**src/rtl/rbd_pkg.sv**
```systemverilog
package rbd_pkg;
    localparam int DW       = 8;
    localparam int AW       = 7;
    localparam int FA_W     = AW + 1;
    localparam int BANK_BIT = 5;
    localparam int GPR_BASE = 12;
    localparam int GPR_CNT  = 36;
    localparam int GPR_LAST = GPR_BASE + GPR_CNT - 1;

    localparam logic [3:0] OFF_TIMER  = 4'h1;
    localparam logic [3:0] OFF_PCL    = 4'h2;
    localparam logic [3:0] OFF_STATUS = 4'h3;
    localparam logic [3:0] OFF_FSEL   = 4'h4;
    localparam logic [3:0] OFF_PA     = 4'h5;
    localparam logic [3:0] OFF_PB     = 4'h6;
    localparam logic [3:0] OFF_GAP    = 4'h7;
    localparam logic [3:0] OFF_NVD    = 4'h8;
    localparam logic [3:0] OFF_NVA    = 4'h9;
    localparam logic [3:0] OFF_PCH    = 4'hA;
    localparam logic [3:0] OFF_IRQ    = 4'hB;

    typedef enum logic [1:0] {
        ACC_NONE = 2'd0,
        ACC_SFR  = 2'd1,
        ACC_GPR  = 2'd2
    } acc_kind_t;

    typedef struct packed {
        logic [DW-1:0] timer;
        logic [DW-1:0] option;
        logic [DW-1:0] pc_low;
        logic [DW-1:0] status;
        logic [DW-1:0] fsel;
        logic [DW-1:0] pa_data;
        logic [DW-1:0] pa_dir;
        logic [DW-1:0] pb_data;
        logic [DW-1:0] pb_dir;
        logic [DW-1:0] nvm_data;
        logic [DW-1:0] nvm_addr;
        logic [DW-1:0] nvm_ctrl;
        logic [DW-1:0] pc_high;
        logic [DW-1:0] irq_ctrl;
    } sfr_regs_t;
endpackage

```
**src/rtl/rbd_addr_resolve.sv**
```systemverilog
module rbd_addr_resolve
    import rbd_pkg::*;
(
    input  logic [AW-1:0]   dir_addr,
    input  logic            bank_sel,
    input  logic [FA_W-1:0] fsel,
    output logic [FA_W-1:0] eff_addr,
    output acc_kind_t       kind
);
    localparam logic [AW-1:0] BASE = AW'(GPR_BASE);
    localparam logic [AW-1:0] LAST = AW'(GPR_LAST);

    logic [AW-1:0] off;

    always_comb begin
        if (dir_addr == '0) begin
            eff_addr = fsel;
        end else begin
            eff_addr = {bank_sel, dir_addr};
        end
        off = eff_addr[AW-1:0];

        if (off == '0) begin
            kind = ACC_NONE;
        end else if (off < BASE) begin
            if (off[3:0] == OFF_GAP) begin
                kind = ACC_NONE;
            end else if (eff_addr[AW] && off[3:0] == OFF_NVA) begin
                kind = ACC_NONE;
            end else begin
                kind = ACC_SFR;
            end
        end else if (off <= LAST) begin
            kind = ACC_GPR;
        end else begin
            kind = ACC_NONE;
        end
    end
endmodule

```
**src/rtl/rbd_sfr_bank.sv**
```systemverilog
module rbd_sfr_bank
    import rbd_pkg::*;
(
    input  logic          clk,
    input  logic          rst,
    input  logic          we,
    input  logic          bank,
    input  logic [3:0]    off,
    input  logic [DW-1:0] wr_data,
    output logic [DW-1:0] rd_val,
    output sfr_regs_t     regs
);
    sfr_regs_t regs_d, regs_q;

    always_comb begin
        regs_d = regs_q;
        if (we) begin
            unique case (off)
                OFF_TIMER:  if (bank) regs_d.option = wr_data;
                            else      regs_d.timer  = wr_data;
                OFF_PCL:    regs_d.pc_low = wr_data;
                OFF_STATUS: regs_d.status = wr_data;
                OFF_FSEL:   regs_d.fsel   = wr_data;
                OFF_PA:     if (bank) regs_d.pa_dir  = wr_data;
                            else      regs_d.pa_data = wr_data;
                OFF_PB:     if (bank) regs_d.pb_dir  = wr_data;
                            else      regs_d.pb_data = wr_data;
                OFF_NVD:    if (bank) regs_d.nvm_ctrl = wr_data;
                            else      regs_d.nvm_data = wr_data;
                OFF_NVA:    if (!bank) regs_d.nvm_addr = wr_data;
                OFF_PCH:    regs_d.pc_high  = wr_data;
                OFF_IRQ:    regs_d.irq_ctrl = wr_data;
                default:    ;
            endcase
        end
    end

    always_comb begin
        unique case (off)
            OFF_TIMER:  rd_val = bank ? regs_q.option : regs_q.timer;
            OFF_PCL:    rd_val = regs_q.pc_low;
            OFF_STATUS: rd_val = regs_q.status;
            OFF_FSEL:   rd_val = regs_q.fsel;
            OFF_PA:     rd_val = bank ? regs_q.pa_dir : regs_q.pa_data;
            OFF_PB:     rd_val = bank ? regs_q.pb_dir : regs_q.pb_data;
            OFF_NVD:    rd_val = bank ? regs_q.nvm_ctrl : regs_q.nvm_data;
            OFF_NVA:    rd_val = bank ? '0 : regs_q.nvm_addr;
            OFF_PCH:    rd_val = regs_q.pc_high;
            OFF_IRQ:    rd_val = regs_q.irq_ctrl;
            default:    rd_val = '0;
        endcase
    end

    always_ff @(posedge clk) begin
        if (rst) begin
            regs_q <= '0;
        end else begin
            regs_q <= regs_d;
        end
    end

    assign regs = regs_q;
endmodule

```
**src/rtl/rbd_gpr_ram.sv**
```systemverilog
module rbd_gpr_ram
    import rbd_pkg::*;
#(
    parameter int DEPTH = GPR_CNT,
    localparam int IW   = $clog2(DEPTH)
) (
    input  logic          clk,
    input  logic          we,
    input  logic [IW-1:0] idx,
    input  logic [DW-1:0] wr_data,
    output logic [DW-1:0] rd_val
);
    logic [DW-1:0] mem_q [DEPTH];

    always_ff @(posedge clk) begin
        if (we) begin
            mem_q[idx] <= wr_data;
        end
    end

    always_comb begin
        if (32'(idx) < DEPTH) begin
            rd_val = mem_q[idx];
        end else begin
            rd_val = '0;
        end
    end
endmodule

```
**src/rtl/regfile_bank_decode.sv**
```systemverilog
module regfile_bank_decode
    import rbd_pkg::*;
(
    input  logic          clk,
    input  logic          rst,
    input  logic [AW-1:0] dir_addr,
    input  logic          rd_en,
    input  logic          wr_en,
    input  logic [DW-1:0] wr_data,
    output logic [DW-1:0] rd_data,
    output logic [DW-1:0] timer_o,
    output logic [DW-1:0] option_o,
    output logic [DW-1:0] pc_low_o,
    output logic [DW-1:0] status_o,
    output logic [DW-1:0] fsel_o,
    output logic [DW-1:0] pa_data_o,
    output logic [DW-1:0] pa_dir_o,
    output logic [DW-1:0] pb_data_o,
    output logic [DW-1:0] pb_dir_o,
    output logic [DW-1:0] nvm_data_o,
    output logic [DW-1:0] nvm_addr_o,
    output logic [DW-1:0] nvm_ctrl_o,
    output logic [DW-1:0] pc_high_o,
    output logic [DW-1:0] irq_ctrl_o
);
    localparam int IW = $clog2(GPR_CNT);
    localparam logic [AW-1:0] BASE = AW'(GPR_BASE);

    sfr_regs_t     regs;
    logic [FA_W-1:0] eff_addr;
    acc_kind_t     acc_kind;
    logic [DW-1:0] sfr_rd, gpr_rd;
    logic [AW-1:0] gpr_rel;
    logic          sfr_we, gpr_we;

    rbd_addr_resolve u_res (
        .dir_addr (dir_addr),
        .bank_sel (regs.status[BANK_BIT]),
        .fsel     (regs.fsel),
        .eff_addr (eff_addr),
        .kind     (acc_kind)
    );

    assign sfr_we  = wr_en && (acc_kind == ACC_SFR);
    assign gpr_we  = wr_en && (acc_kind == ACC_GPR);
    assign gpr_rel = eff_addr[AW-1:0] - BASE;

    rbd_sfr_bank u_sfr (
        .clk     (clk),
        .rst     (rst),
        .we      (sfr_we),
        .bank    (eff_addr[AW]),
        .off     (eff_addr[3:0]),
        .wr_data (wr_data),
        .rd_val  (sfr_rd),
        .regs    (regs)
    );

    rbd_gpr_ram #(.DEPTH(GPR_CNT)) u_gpr (
        .clk     (clk),
        .we      (gpr_we),
        .idx     (gpr_rel[IW-1:0]),
        .wr_data (wr_data),
        .rd_val  (gpr_rd)
    );

    always_comb begin
        rd_data = '0;
        if (rd_en) begin
            unique case (acc_kind)
                ACC_SFR: rd_data = sfr_rd;
                ACC_GPR: rd_data = gpr_rd;
                default: rd_data = '0;
            endcase
        end
    end

    assign timer_o    = regs.timer;
    assign option_o   = regs.option;
    assign pc_low_o   = regs.pc_low;
    assign status_o   = regs.status;
    assign fsel_o     = regs.fsel;
    assign pa_data_o  = regs.pa_data;
    assign pa_dir_o   = regs.pa_dir;
    assign pb_data_o  = regs.pb_data;
    assign pb_dir_o   = regs.pb_dir;
    assign nvm_data_o = regs.nvm_data;
    assign nvm_addr_o = regs.nvm_addr;
    assign nvm_ctrl_o = regs.nvm_ctrl;
    assign pc_high_o  = regs.pc_high;
    assign irq_ctrl_o = regs.irq_ctrl;
endmodule

```
**config.mk**
```make
export PLATFORM = sky130hd
export DESIGN_NAME = regfile_bank_decode
export DESIGN_NICKNAME = d
export VERILOG_FILES = /design/src/rtl/rbd_pkg.sv /design/src/rtl/rbd_addr_resolve.sv /design/src/rtl/rbd_sfr_bank.sv /design/src/rtl/rbd_gpr_ram.sv /design/src/rtl/regfile_bank_decode.sv
export SDC_FILE = /design/constraint.sdc
export NUM_CORES = 1
export LEC_CHECK = 0
export ABC_CLOCK_PERIOD_IN_PS = 10660
export BUFFER_PORTS_ARGS = -buffer_cell sky130_fd_sc_hd__buf_2
export CAP_MARGIN = 20
export CELL_PAD_IN_SITES_DETAIL_PLACEMENT = 1
export CELL_PAD_IN_SITES_GLOBAL_PLACEMENT = 1
export CORE_ASPECT_RATIO = 0.7
export CORE_MARGIN = 2
export CORE_UTILIZATION = 39
export CTS_CLUSTER_DIAMETER = 50
export DETAILED_ROUTE_END_ITERATION = 8
export PLACE_DENSITY = 0.69
export SYNTH_ARGS = -nofsm -noshare
export SYNTH_HDL_FRONTEND = slang
export SYNTH_SLANG_ARGS = --single-unit
```
**constraint.sdc**
```tcl
create_clock -name clk -period 10.66 [get_ports clk]
set_clock_uncertainty 0.05 [all_clocks]
set_input_delay 1.066 -clock clk [delete_from_list [all_inputs] [get_ports clk]]
set_output_delay 1.066 -clock clk [all_outputs]
set_load 0.03 [all_outputs]
```
==> impl_metrics.py <==
metrics = {
    "clock_network": {
        "clk_latency_ns": 0.55,
        "cts.repair.resized": 0,
        "cts_tree": "yes",
        "cts.sinks": 400,
        "post_cts_buffers": 0,
        "cts_max_level": 2,
        "path_clk_slew_ns": 0.06,
        "ctsHoldBuffers": 0,
        "root_buffer": "clkbuf_16",
        "cts_inserted_buffers": 41,
        "clk_path_buf_depth": 3,
    },
    "place": {
        "gp_congestion": 0.8902,
        "dp_hpwl_um": 36810,
        "dp.cells": 2053,
        "port_buffers": 138,
    },
    "timing": {
        "final.setup.tns_ns": 0,
        "rsz0062_at_grt": "no",
        "setup_viol": 0,
        "finalHoldViolations": 0,
        "worstMarginPinSlew_ns": 1.199,
        "max_freq_mhz": 141.8,
        "slew_headroom_pct": 19.57,
        "post-route-min-period_ns": 7.051,
        "finalCritPeriodShare_pct": 66.14,
        "slew_violations": 0,
    },
    "pwr": {
        "leakagePower_nw": 6.746,
        "worst_ir_drop_vdd_v": 0.0001126,
        "power_density_nw_per_um2": 168.6,
    },
    "synthesis": {
        "synth_edf_count": 288,
        "yosysSeqAreaShare_pct": 65.04,
        "syn_avg_cell_area_um2": 11.63,
        "synth_area_leaders": "edfxtp_1 (52%), dfxtp_1 (13%), nand2_1 (6.4%)",
        "synth.net_count": 1467,
        "ys_types": 70,
        "synth-seq-cells": 400,
        "yosys_warnings": 0,
        "netlist.area_leader.share_pct": 51.65,
        "syn_inst": 1440,
        "synth_ff_type": "edfxtp_1",
        "async_reset_ff_share_pct": 0,
        "synth.largest_area_cell": "edfxtp_1",
        "synth_area_um2": 16740,
    },
    "critical_path": {
        "cp-start-kind": "primary input",
        "rr_endpoint": "u_sfr.regs[43]",
        "crit_path_max_fanout": 20,
        "r2r_cells": 16,
        "crit_type": "primary input to output port",
        "required_ns": 9.54,
        "r2r_slack_ns": 5.13,
        "cp.arrival_ns": 5.93,
        "crit_path_end": "rd_data[1]",
        "startpoint": "dir_addr[3]",
        "r2r-start": "u_sfr.regs[74]",
        "cp-end-kind": "output port",
    },
    "routing": {
        "vias": 12760,
        "wl_per_cell_um": 26.71,
        "drt_iter0_drc": 1459,
        "drtPass1Iterations": 8,
        "drc": 0,
        "met3_length_um": 5008,
        "routed_wl_um": 56870,
        "wl_met2_um": 24660,
        "routed.top_layer": "met4",
        "met1_length_um": 26080,
        "ant_nets": 0,
        "via_per_inst": 5.992,
    },
    "die": {
        "core.rowCount": 63,
        "io_pins": 139,
        "coreArea_um2": 42330,
        "start_util_pct": 39.56,
        "die_h_um": 177.4,
        "die_area_um2": 44640,
        "die_w_um": 251.7,
    },
    "cells_and_area": {
        "num_antenna_cells": 0,
        "most-common-layout-cells": "edfxtp_1 (288), nand2_1 (285), a21oi_1 (137), buf_2 (137), dfxtp_1 (112)",
        "final_common_cell": "edfxtp_1",
        "layout.cells.non_filler": 2129,
        "areaGrowthSynthToFinish_pct": 14.78,
        "fin_nets": 1575,
        "final_layout_size_suffix_gt1_share_pct": 16.11,
    },
    "global_routing": {
        "overflow": 0,
        "grt_pass1_vias": 12550,
        "grt_pass1_wl_um": 84100,
        "grt_max_degree": 70,
        "grt_use_total_pct": 25.29,
        "antenna_found_initial": 0,
    },
    "run": {
        "maxCapViolCount": 0,
    },
    "outcome": {
        "status": "finished clean",
    },
    "min_path": {
        "hold_path_class": "flip-flop to flip-flop",
    },
}
==> worst min path at each step <==
stage / from / to / slack [ns] / cells after the start
2_1_floorplan: u_sfr.regs[85] / u_sfr.regs[85] / 0.43 / 2
3_3_place_gp: u_sfr.regs[7] / u_sfr.regs[7] / 0.42 / 2
3_5_place_dp: u_sfr.regs[7] / u_sfr.regs[7] / 0.42 / 2
4_1_cts: u_sfr.regs[7] / u_sfr.regs[7] / 0.43 / 2
5_1_grt: u_sfr.regs[91] / u_sfr.regs[91] / 0.45 / 2
6_report: u_sfr.regs[7] / u_sfr.regs[7] / 0.43 / 2
==> final cells by class <==
type | instances | area (um^2)
well taps | 552 | 690.7
repair buffers | 164 | 938.4
multi-input cells | 930 | 5420
clock buffers | 57 | 1131
inverters | 11 | 41.29
clock inverters | 15 | 107.6
fillers | 4464 | 23110
flip-flops and latches | 400 | 10890
==> stage by stage <==
stage / hold slack [ns] / total power, mW / util, % / instance area, um^2 / setup slack, ns
after floorplan: 0.4328 / 1.805 / - / 16740 / 4.205
after detailed placement: 0.4184 / 1.890 / 42.32 / 17910 / 3.713
after global placement: 0.4180 / 1.886 / 42.27 / 17890 / 3.760
final: 0.4313 / 3.241 / 45.41 / 19220 / 3.609
after global routing: 0.4519 / 3.330 / 45.41 / 19220 / 3.281
after CTS: 0.4291 / 3.251 / 45.25 / 19150 / 3.629
==> cell usage after synthesis, types with 10 or more instances <==
master and instances:
edfxtp_1 288, a31oi_1 23, buf_2 26, a211oi_1 11
o22ai_1 10, o221ai_1 39, clkbuf_1 66, nand3_1 26
mux2i_1 67, dfxtp_1 112, a21oi_1 139, o21ai_0 49
nand2_1 285, inv_1 11, and2_1 10, and3_1 14
a22oi_1 11, nor2_1 97
==> flip-flops by register name (all words and copies together) (netlist names) <==
register	count
u_gpr.mem_q	288
u_sfr.regs	112
==> metal layers <==
metal	up-vias	GRT usage (%)
met2	522	37.01
met5	-	0
met4	0	6.250
li1	5583	-
met1	6572	37.43
met3	79	6.351
==> logic make-up (layout without fill, tap and decap cells) <==
kind of cell | Yosys count | count (layout) | share of synthesized area [%]
and+or+nand+nor | 481 | 481 | 12.25
DFF | 400 | 400 | 65.04
AOI/OAI and AO/OA | 363 | 363 | 14.33
buffers and inverters | 110 | 247 | 2.795
muxes | 75 | 75 | 4.827
adders and majority gates | 8 | 8 | 0.5978
xor gates and xnor gates | 3 | 3 | 0.1569
==> power by group <==
part           internal [mW]  switching [mW]  total [mW]
Combinational         0.0470           0.147       0.194
Sequential              1.67         0.00130        1.67
Clock                  0.767           0.611        1.38
==> critical path: stages <==
cell,delay (ns)
buf_2,0.16
or4_1,0.76
nor3_4,0.30
a21o_1,0.27
inv_1,0.09
ha_1,0.49
nand4_1,0.21
nand2_1,0.10
nor4_1,0.28
o21ai_0,0.17
inv_1,0.09
ha_1,0.23
nand3b_1,0.17
a21oi_1,0.70
o41ai_1,0.34
o41ai_1,0.21
buf_2,0.30
No activity file was read; power rests on OpenSTA's default activity.
